`src/rtl/sos_pkg.sv`:
```
package sos_pkg;
    typedef enum logic {Q_MIDTREAD, Q_MIDRISE} qmode_e;
    typedef enum logic {PICK_LO, PICK_HI} pick_e;
endpackage

```
`src/rtl/sos_parity_quant.sv`:
```
module sos_parity_quant
    import sos_pkg::*;
#(
    parameter int STW = 8
) (
    input  logic                  clk,
    input  logic                  rst_n,
    input  logic signed [STW:0]   sum_i,
    input  logic                  par_i,
    output logic signed [STW-1:0] s_o
);
    localparam int SW = STW + 2;

    logic signed [SW-1:0] sum_w, fl, lo, hi, dlo, q;
    qmode_e mode;
    pick_e  pick;

    always_comb begin
        sum_w = SW'(sum_i);
        fl    = sum_w >>> 2;
        mode  = par_i ? Q_MIDRISE : Q_MIDTREAD;
        unique case (mode)
            Q_MIDTREAD: lo = fl[0] ? fl - SW'(1) : fl;
            Q_MIDRISE:  lo = fl[0] ? fl : fl - SW'(1);
        endcase
        hi  = lo + SW'(2);
        dlo = sum_w - (lo <<< 2);
        if (dlo < SW'(4))
            pick = PICK_LO;
        else if (dlo > SW'(4))
            pick = PICK_HI;
        else
            pick = lo[SW-1] ? PICK_HI : PICK_LO;
        unique case (pick)
            PICK_LO: q = lo;
            PICK_HI: q = hi;
        endcase
        s_o = q[STW-1:0];
    end


    quant_near_chk: assert property (@(posedge clk) disable iff (!rst_n)
        ((q <<< 2) - sum_w <= SW'(4)) && (sum_w - (q <<< 2) <= SW'(4)) && (q[0] == par_i));
endmodule

```
`src/rtl/sos_limiter.sv`:
```
module sos_limiter #(
    parameter int LAYER = 3,
    parameter int STW   = 8
) (
    input  logic                  clk,
    input  logic                  rst_n,
    input  logic [LAYER:0]        x_i,
    input  logic signed [STW-1:0] s_raw_i,
    output logic signed [STW-1:0] s_o,
    output logic [LAYER-1:0]      hi_o,
    output logic [LAYER-1:0]      lo_o
);
    localparam int XW   = LAYER + 1;
    localparam int WW   = STW + 2;
    localparam int FULL = 2 ** LAYER;
    localparam int HALF = 2 ** (LAYER - 1);

    logic [XW-1:0]        comp, bound;
    logic signed [STW-1:0] bnd_s;
    logic signed [WW-1:0]  xw, sw, hw, lw;

    always_comb begin
        comp  = XW'(FULL) - x_i;
        bound = (x_i < comp) ? x_i : comp;
        bnd_s = $signed(STW'(bound));
        if (s_raw_i > bnd_s)
            s_o = bnd_s;
        else if (s_raw_i < -bnd_s)
            s_o = -bnd_s;
        else
            s_o = s_raw_i;
        xw   = $signed(WW'(x_i));
        sw   = WW'(s_o);
        hw   = (xw + sw) >>> 1;
        lw   = (xw - sw) >>> 1;
        hi_o = hw[LAYER-1:0];
        lo_o = lw[LAYER-1:0];
    end


    parity_keep_chk: assert property (@(posedge clk) disable iff (!rst_n)
        s_o[0] == x_i[0]);


    child_range_chk: assert property (@(posedge clk) disable iff (!rst_n)
        (x_i <= XW'(FULL)) |-> (hw >= 0 && hw <= HALF && lw >= 0 && lw <= HALF));
endmodule

```
`src/rtl/sos_loop_state.sv`:
```
module sos_loop_state #(
    parameter int STW = 8
) (
    input  logic                  clk,
    input  logic                  rst_n,
    input  logic signed [STW-1:0] s_i,
    output logic signed [STW-1:0] v1_o,
    output logic signed [STW-1:0] v2_o
);
    localparam int WW = STW + 2;
    localparam logic signed [WW-1:0] MAXW = WW'((2 ** (STW - 1)) - 1);
    localparam logic signed [WW-1:0] MINW = -WW'(2 ** (STW - 1));

    logic signed [WW-1:0]  v1_w, v2_w;
    logic signed [STW-1:0] v1_n, v2_n;

    always_comb begin
        v1_w = WW'(v1_o) - WW'(s_i);
        if (v1_w > MAXW)      v1_n = MAXW[STW-1:0];
        else if (v1_w < MINW) v1_n = MINW[STW-1:0];
        else                  v1_n = v1_w[STW-1:0];
        v2_w = WW'(v2_o) + WW'(v1_n) - WW'(s_i);
        if (v2_w > MAXW)      v2_n = MAXW[STW-1:0];
        else if (v2_w < MINW) v2_n = MINW[STW-1:0];
        else                  v2_n = v2_w[STW-1:0];
    end

    always_ff @(posedge clk or negedge rst_n) begin
        if (!rst_n) begin
            v1_o <= '0;
            v2_o <= '0;
        end else begin
            v1_o <= v1_n;
            v2_o <= v2_n;
        end
    end


    sat_hold_chk: assert property (@(posedge clk) disable iff (!rst_n)
        ($past(v2_o) == MINW[STW-1:0] && $past(v1_o) <= 0 && $past(s_i) >= 0)
            |-> (v2_o == MINW[STW-1:0]));
endmodule

```
`src/rtl/sos_split_node.sv`:
```
module sos_split_node #(
    parameter int LAYER = 3,
    parameter int STW   = 8
) (
    input  logic             clk,
    input  logic             rst_n,
    input  logic [LAYER:0]   x_in,
    output logic [LAYER-1:0] out_hi,
    output logic [LAYER-1:0] out_lo
);
    logic signed [STW-1:0] v1, v2, s_raw, s_lim;
    logic signed [STW:0]   sum;

    always_comb sum = $signed({v1[STW-1], v1}) + $signed({v2[STW-1], v2});

    sos_parity_quant #(.STW(STW)) u_quant (
        .clk(clk), .rst_n(rst_n), .sum_i(sum), .par_i(x_in[0]), .s_o(s_raw)
    );

    sos_limiter #(.LAYER(LAYER), .STW(STW)) u_limit (
        .clk(clk), .rst_n(rst_n), .x_i(x_in), .s_raw_i(s_raw),
        .s_o(s_lim), .hi_o(out_hi), .lo_o(out_lo)
    );

    sos_loop_state #(.STW(STW)) u_state (
        .clk(clk), .rst_n(rst_n), .s_i(s_lim), .v1_o(v1), .v2_o(v2)
    );


    sum_keep_chk: assert property (@(posedge clk) disable iff (!rst_n)
        ({1'b0, out_hi} + {1'b0, out_lo}) == x_in);
endmodule

```
`config.mk`:
```
export PLATFORM = sky130hd
export DESIGN_NAME = sos_split_node
export DESIGN_NICKNAME = d
export VERILOG_FILES = /design/src/rtl/sos_pkg.sv /design/src/rtl/sos_parity_quant.sv /design/src/rtl/sos_limiter.sv /design/src/rtl/sos_loop_state.sv /design/src/rtl/sos_split_node.sv
export SDC_FILE = /design/constraint.sdc
export NUM_CORES = 1
export LEC_CHECK = 0
export BUFFER_PORTS_ARGS = -buffer_cell sky130_fd_sc_hd__clkbuf_2
export CORE_MARGIN = 2
export CORE_UTILIZATION = 60
export DETAILED_ROUTE_END_ITERATION = 12
export HOLD_SLACK_MARGIN = 0.06
export PLACE_DENSITY = 0.77
export SYNTH_ARGS = -nofsm -noshare
export SYNTH_HDL_FRONTEND = slang
export SYNTH_HIERARCHICAL = 1
export SYNTH_SLANG_ARGS = --single-unit
```
`constraint.sdc`:
```
create_clock -name clk -period 10.3 [get_ports clk]
set_input_delay 1.545 -clock clk [delete_from_list [all_inputs] [get_ports clk]]
set_output_delay 1.545 -clock clk [all_outputs]
set_load 0.01 [all_outputs]
```
### After elaboration in Yosys (flattened, before gate mapping)

Cells that the tools add are included.

* muxes and demuxes: 15
* bitwise logic cells: 2
* $add $sub $neg: 11
* order comparisons: 9

Operators with widths (number)
* two-way mux 8 bit: 6
* > comparator 10 x 8 -> 1 bit, second input constant: 2
* less-than comparator 10 x 8 -> 1 bit, second input constant: 2
* two-way mux 10 bit: 2
* one-hot mux 10 bit (2 select lines): 1
* adder 8 x 8 -> 9 bit: 2
* one-hot mux 8 bit (2 select lines): 1
* > comparator 10 x 4 -> 1 bit, second input constant: 1
* less-than comparator 10 x 4 -> 1 bit, second input constant: 1
* subtractor 9 x 10 -> 10 bit: 1
* subtractor 9 x 8 -> 10 bit: 1
* subtractor 8 x 8 -> 9 bit: 1
* adder 8 x 3 -> 8 bit, second input constant: 1
* > comparator 8 x 5 -> 1 bit: 1
* less-than comparator 8 bit: 1
* negator 4 -> 8 bit: 1
* subtractor 7 x 2 -> 8 bit, second input constant: 1
* adder 4 bit: 1
* less-than comparator 4 bit: 1
* two-way mux 1 bit: 4
* two-way mux 4 bit: 1
* subtractor 4 bit: 1
* subtractor 4 bit, first input constant: 1
* NOT 1 bit: 2

* output and inout port bits: 6
* register bits: 16
* logic and storage cells: 39
* input port bits: 6

### Longest topological paths before layout

* word-level depth: 22
* mapped depth: 43
* gate-level depth less buffers: 42

### Modules after synthesis

Netlist, hierarchy kept.

Modules (own cells, without submodules)
* sos_loop_state: times used 1, cells each 222, seq. area each 400.4 sq um, area each 1943.1 sq um
* sos_limiter: times used 1, cells each 116, seq. area each 0.0 sq um, area each 890.9 sq um
* sos_parity_quant: times used 1, cells each 77, seq. area each 0.0 sq um, area each 604.3 sq um
* sos_split_node: times used 1, cells each 40, seq. area each 0.0 sq um, area each 319.1 sq um

### Worst setup path before layout

OpenSTA, ideal clock, no wires.

* path kind: register -> register
* start point: register u_state.v1_o[0]
* end point: register u_state.v2_o[1]
* path slack: 0.903 ns
* arrival: 9.259 ns
* stages on the path, launching flop included: 38
* required time: 10.162 ns
* period minus slack after synthesis: 9.397 ns
* setup time: 0.138 ns
* path buffers: 1
* cell sequence: dfrtp_1 ha_1 fa_1 xor2_1 inv_1 ha_1 a21oi_1 inv_1 fa_1 a21oi_1 a22oi_1 xor2_1 or4_4 nand3_4 mux2_4 ha_1 o21a_1 o31ai_1 (+2 left out) clkbuf_1 a31oi_1 o22a_1 inv_1 ha_1 nor2b_1 o31ai_2 a211oi_1 nor2_1 o221ai_1 fa_1 inv_1 ha_1 or3_4 or3_1 o32a_2 a211oi_2 o221ai_1

* word-level cells in the longest chain between the ends: 22
* elaborated cells between the ends (all ways): 29
* those cells by class: add/sub (7); order compare (8); mux (13); bitwise (1)

Ends and longest elaborated chain
* start: declaration: line sos_loop_state.sv:7 `output logic signed [STW-1:0] v1_o,`
* start signal: assignment: line sos_loop_state.sv:33 `v1_o <= v1_n;`
* adder 8 x 8 -> 9 bit *: line sos_split_node.sv:14 `always_comb sum = $signed({v1[STW-1], v1}) + $signed({v2[STW-1], v2});`
* net sum[2]: line sos_split_node.sv:12 `logic signed [STW:0] sum;`
* subtractor 7 x 2 -> 8 bit: line sos_parity_quant.sv:23, sos_parity_quant.sv:24
* two-way mux 10 bit (on tied branches): line sos_parity_quant.sv:24, sos_parity_quant.sv:23
* one-hot mux 10 bit (2 select lines): line sos_parity_quant.sv:22 `unique case (mode)`
* subtractor 9 x 10 -> 10 bit: line sos_parity_quant.sv:27 `dlo = sum_w - (lo <<< 2);`
* > comparator 10 x 4 -> 1 bit: line sos_parity_quant.sv:30 `else if (dlo > SW'(4))`
* two-way mux 1 bit: line sos_parity_quant.sv:30
* (+3 left out)
* net s_raw[2]: line sos_split_node.sv:11 `logic signed [STW-1:0] v1, v2, s_raw, s_lim;`
* (+3 left out)
* net s_lim[1]: line sos_split_node.sv:11
* (+2 left out)
* two-way mux 8 bit: line sos_loop_state.sv:20 `else if (v1_w < MINW) v1_n = MINW[STW-1:0];`
* two-way mux 8 bit: line sos_loop_state.sv:19 `if (v1_w > MAXW) v1_n = MAXW[STW-1:0];`
* adder 8 x 8 -> 9 bit: line sos_loop_state.sv:22 `v2_w = WW'(v2_o) + WW'(v1_n) - WW'(s_i);`
* subtractor 9 x 8 -> 10 bit *: line sos_loop_state.sv:22
* less-than comparator 10 x 8 -> 1 bit: line sos_loop_state.sv:24 `else if (v2_w < MINW) v2_n = MINW[STW-1:0];`
* two-way mux 8 bit: line sos_loop_state.sv:24
* two-way mux 8 bit *: line sos_loop_state.sv:23 `if (v2_w > MAXW) v2_n = MAXW[STW-1:0];`
* net u_state.v2_n[1]: line sos_loop_state.sv:15 `logic signed [STW-1:0] v1_n, v2_n;`
* end signal: assignment: line sos_loop_state.sv:34 `v2_o <= v2_n;`
* end: declaration: line sos_loop_state.sv:8 `output logic signed [STW-1:0] v2_o`

The timed path passes the listed nets; every way through them passes the cells marked *.

### Worst setup path after layout

* start point: input port x_in[0]
* end point: register u_state.v2_o[3]

* word-level cells in the longest chain between the ends: 21
* elaborated cells between the ends (all ways): 31
* those cells by class: add/sub (7); order compare (9); mux (13); bitwise (2)

Ends and longest elaborated chain
* start: declaration: line sos_split_node.sv:7 `input logic [LAYER:0] x_in,`
* two-way mux 1 bit *: line sos_parity_quant.sv:21 `mode = par_i ? Q_MIDRISE : Q_MIDTREAD;`
* NOT 1 bit: line sos_parity_quant.sv:22
* one-hot mux 10 bit (2 select lines) *: line sos_parity_quant.sv:22
* subtractor 9 x 10 -> 10 bit: line sos_parity_quant.sv:27
* > comparator 10 x 4 -> 1 bit: line sos_parity_quant.sv:30
* two-way mux 1 bit: line sos_parity_quant.sv:30
* two-way mux 1 bit: line sos_parity_quant.sv:28 `if (dlo < SW'(4))`
* NOT 1 bit: line sos_parity_quant.sv:34 `unique case (pick)`
* (+1 left out)
* net s_raw[3]: line sos_split_node.sv:11
* (+3 left out)
* net s_lim[0]: line sos_split_node.sv:11
* (+3 left out)
* two-way mux 8 bit *: line sos_loop_state.sv:19
* net u_state.v1_n[1]: line sos_loop_state.sv:15
* adder 8 x 8 -> 9 bit *: line sos_loop_state.sv:22
* subtractor 9 x 8 -> 10 bit *: line sos_loop_state.sv:22
* less-than comparator 10 x 8 -> 1 bit: line sos_loop_state.sv:24
* two-way mux 8 bit: line sos_loop_state.sv:24
* two-way mux 8 bit *: line sos_loop_state.sv:23
* net u_state.v2_n[3]: line sos_loop_state.sv:15

Marks and branches as above.

==> results.cfg <==
[timing]
setup_ws_ns = 0.485
grt_setup_unrepaired = false
fin_setup_tns_ns = 0
worst_pin_slew_ns = 0.978
slew-limit-headroom_pct = 34.1
fin_worst_skew_ns = 0.00492
whs_ns = 0.758
report.final.slew_viol_count = 0
hold_violations = 0
post-route-period-util_pct = 95.3
fmax_mhz = 102
fin_crit_ns = 9.82
setup_violations = 0

[clock_tree]
cts_tree = built
path_clk_slew_ns = 0.06
htreeDepth = 1
cts_root_buffer = clkbuf_8
cts_max_path_buffers = 2
holdBufCountCts = 0
cts_sinks = 16
numCtsBuffers = 3
clock_latency_ns = 0.25

[routing]
via_per_inst = 6.51
antenna_left = 0
drc = 0
first_pass_iters = 4
detail_route.wl_per_cell_um = 17.4
routed_wl_mm = 9.46
drt_iter0_markers = 164
num_vias = 3539

[worst_setup_path]
slowest_delay_ns = 0.59
slowest_stage = or4_4
crit_required_ns = 10.41
critPathMaxFanout = 13
worstSetupPathType = input pin to register
cp-end-kind = register
r2r_cells = 36
start_kind = input pin
critPathArrivalTime_ns = 9.92

[global_route]
grt_pass1_wl_mm = 15.9
gr-usage-met2_pct = 46.1
grt_max_degree = 20
antenna_found_initial = 0
gr-usage-met3_pct = 2.98
overflow = 0
use_met1_pct = 37.5
top_usage_layer = met2
grt_pass1_vias = 3274
grt_usage_pct = 27.3

[placed_design]
hpwl_mm = 7.43
dpl_worst_slack_ns = 0.0163
placedInstanceArea_mm2 = 0.00391
gp_congestion = 0.979
io_buffers = 11

[synth]
synth_ff_type = dfrtp_1
synth-edff-count = 0
postSynth.asyncResetShare_pct = 100
yosys.area_share.xor_xnor_pct = 6.99
yosys.area_share.simple_pct = 17.9
synthAdderAreaFrac_pct = 25.9
synth.distinct_cells = 80
synthesis.nets = 527
yosys_warnings = 6
avgSynthCellArea_um2 = 8.26
syn_area_mm2 = 0.00376
netlist_instances = 455
synth.ff_latch_count = 16
synth_compound_area_share_pct = 29.5
synth_mux_area_share_pct = 2.13
ys_seq_area_share_pct = 10.7
synth_top_family_by_area = compound AO/OA/AOI/OAI gates

[layout]
fillCellCount = 500
nNetsFinal = 543
drive_gt1_share_pct = 15.1
n_antenna_cell = 0
seqCellArea_um2 = 400
postLayoutCellArea_mm2 = 0.00411
areaGrowthSynthToFinish_pct = 9.39
multi_input_area_mm2 = 0.00324

[die]
die_h_um = 83.1
core_area_mm2 = 0.00599
start_util_pct = 62.7
row_count = 28
pin_count = 12
die_w_um = 83.1
dieArea_mm2 = 0.00691

[min_path]
min_path_type = register to register
hold-path-cell-count = 3

[run_status]
outcome = completed

[job]
drv_cap = 0
==> placed cells by master (no fill, tap or decap), types with 5 or more instances in the layout <==
cell type	netlist	layout
inv_1	56	56
ha_1	53	53
a21oi_1	31	28
nor2_1	28	27
dfrtp_1	16	16
o21ai_0	15	15
nand2_1	14	14
o21a_1	14	14
nand3_1	13	13
xor2_1	16	13
xnor2_1	14	12
fa_1	13	12
clkbuf_2	1	11
nor3_1	12	11
a21o_1	10	10
buf_4	2	9
a211oi_1	10	8
o221ai_1	7	7
nand2b_1	6	6
nand4_1	6	6
mux2i_1	5	5
maj3_1	5	5
==> sequential cells by signal (all words and copies together) (netlist names) <==
register	cells
u_state/v1_o	8
u_state/v2_o	8
==> per-layer routing <==
| metal | routed length, um | up-vias | share of wire [%] |
|---|---|---|---|
| met2 | 4590 | 109 | 49 |
| met1 | 4240 | 1687 | 45 |
| met5 | 0 | - | 0 |
| met4 | 171 | 0 | 1.8 |
| met3 | 452 | 15 | 4.8 |
| li1 | - | 1728 | - |
==> cells by family (layout without fill, tap and decap cells) <==
group / Yosys count / in the layout
AO/OA/AOI/OAI: 149 / 149
XOR/XNOR: 30 / 30
adder cells (fa/ha/maj): 71 / 71
buffers and inverters: 65 / 79
flip-flops: 16 / 16
multiplexers: 7 / 7
AND/OR/NAND/NOR: 117 / 117
==> Yosys cell counts, types with 3 or more instances <==
| library cell | count | area share, % |
|---|---|---|
| o31ai_1 | 4 | 0.80 |
| a21oi_1 | 31 | 4.1 |
| o211ai_1 | 3 | 0.60 |
| a22oi_1 | 4 | 0.80 |
| ha_1 | 53 | 18 |
| a21o_1 | 10 | 2.0 |
| nand2_1 | 14 | 1.4 |
| inv_1 | 56 | 5.6 |
| nor3_1 | 12 | 1.6 |
| or3_1 | 3 | 0.50 |
| and3_1 | 4 | 0.67 |
| nor2b_1 | 4 | 0.67 |
| mux2i_1 | 5 | 1.3 |
| a211oi_1 | 10 | 2.0 |
| o21ai_0 | 15 | 2.0 |
| maj3_1 | 5 | 1.3 |
| xor2_1 | 16 | 3.7 |
| nand4_1 | 6 | 1.0 |
| buf_2 | 3 | 0.40 |
| nand2b_1 | 6 | 1.0 |
| o221ai_1 | 7 | 1.6 |
| nor3b_1 | 4 | 0.80 |
| o31a_1 | 3 | 0.70 |
| nor2_1 | 28 | 2.8 |
| fa_1 | 13 | 6.9 |
| o21a_1 | 14 | 2.8 |
| o21ai_1 | 4 | 0.53 |
| dfrtp_1 | 16 | 11 |
| o22ai_1 | 3 | 0.50 |
| clkbuf_1 | 3 | 0.30 |
| nand3_1 | 13 | 1.7 |
| a2111oi_0 | 3 | 0.70 |
| a221oi_1 | 3 | 0.70 |
| xnor2_1 | 14 | 3.3 |
==> metrics by stage <==
stage	instances	utilization, %
after floorplan	455	-
after global placement	538	65.2
after detailed placement	538	65.2
after CTS	541	66.1
after global routing	544	68.6
final	544	68.6
==> final timing paths <==
path	startpoint	to	slack, ns
max	x_in[0]	u_state/v2_o[3]$_DFF_PN0_	0.48
min	u_state/v2_o[0]$_DFF_PN0_	u_state/v2_o[0]$_DFF_PN0_	0.76
max reg2reg	u_state/v2_o[0]$_DFF_PN0_	u_state/v2_o[3]$_DFF_PN0_	0.48
min reg2reg	u_state/v2_o[0]$_DFF_PN0_	u_state/v2_o[0]$_DFF_PN0_	0.76
max in group asynchronous	rst_n	u_state/v2_o[4]$_DFF_PN0_	8.79
min in group asynchronous	rst_n	u_state/v2_o[2]$_DFF_PN0_	1.21
==> layout make-up <==
| cell class | count | area share, % |
|---|---|---|
| Inverter | 56 | 5.11 |
| Tap cell | 75 | 2.28 |
| Timing Repair Buffer | 20 | 2.98 |
| Sequential cell | 16 | 9.74 |
| Multi-Input combinational cell | 374 | 78.9 |
| Clock buffer | 3 | 1.00 |
==> what timing repair did <==
| action | in CTS | in global routing |
|---|---|---|
| setup buffers | 0 | 3 |
| pin swaps | 0 | 4 |
| setup endpoints to repair | 3 | 7 |
| resized for setup | 2 | 21 |
==> worst max-delay path, delay by kind of cell <==
kind                       cells  cell delay, ns
AOI/OAI and AO/OA             15            3.29
xor gates and xnor gates       4            0.94
adders and majority gates      6            2.33
buffers and inverters          4            0.43
and+or+nand+nor                5            1.38
Power is not shown: default switching activity piles up to over one toggle a cycle in this logic, so the estimate is an artifact.
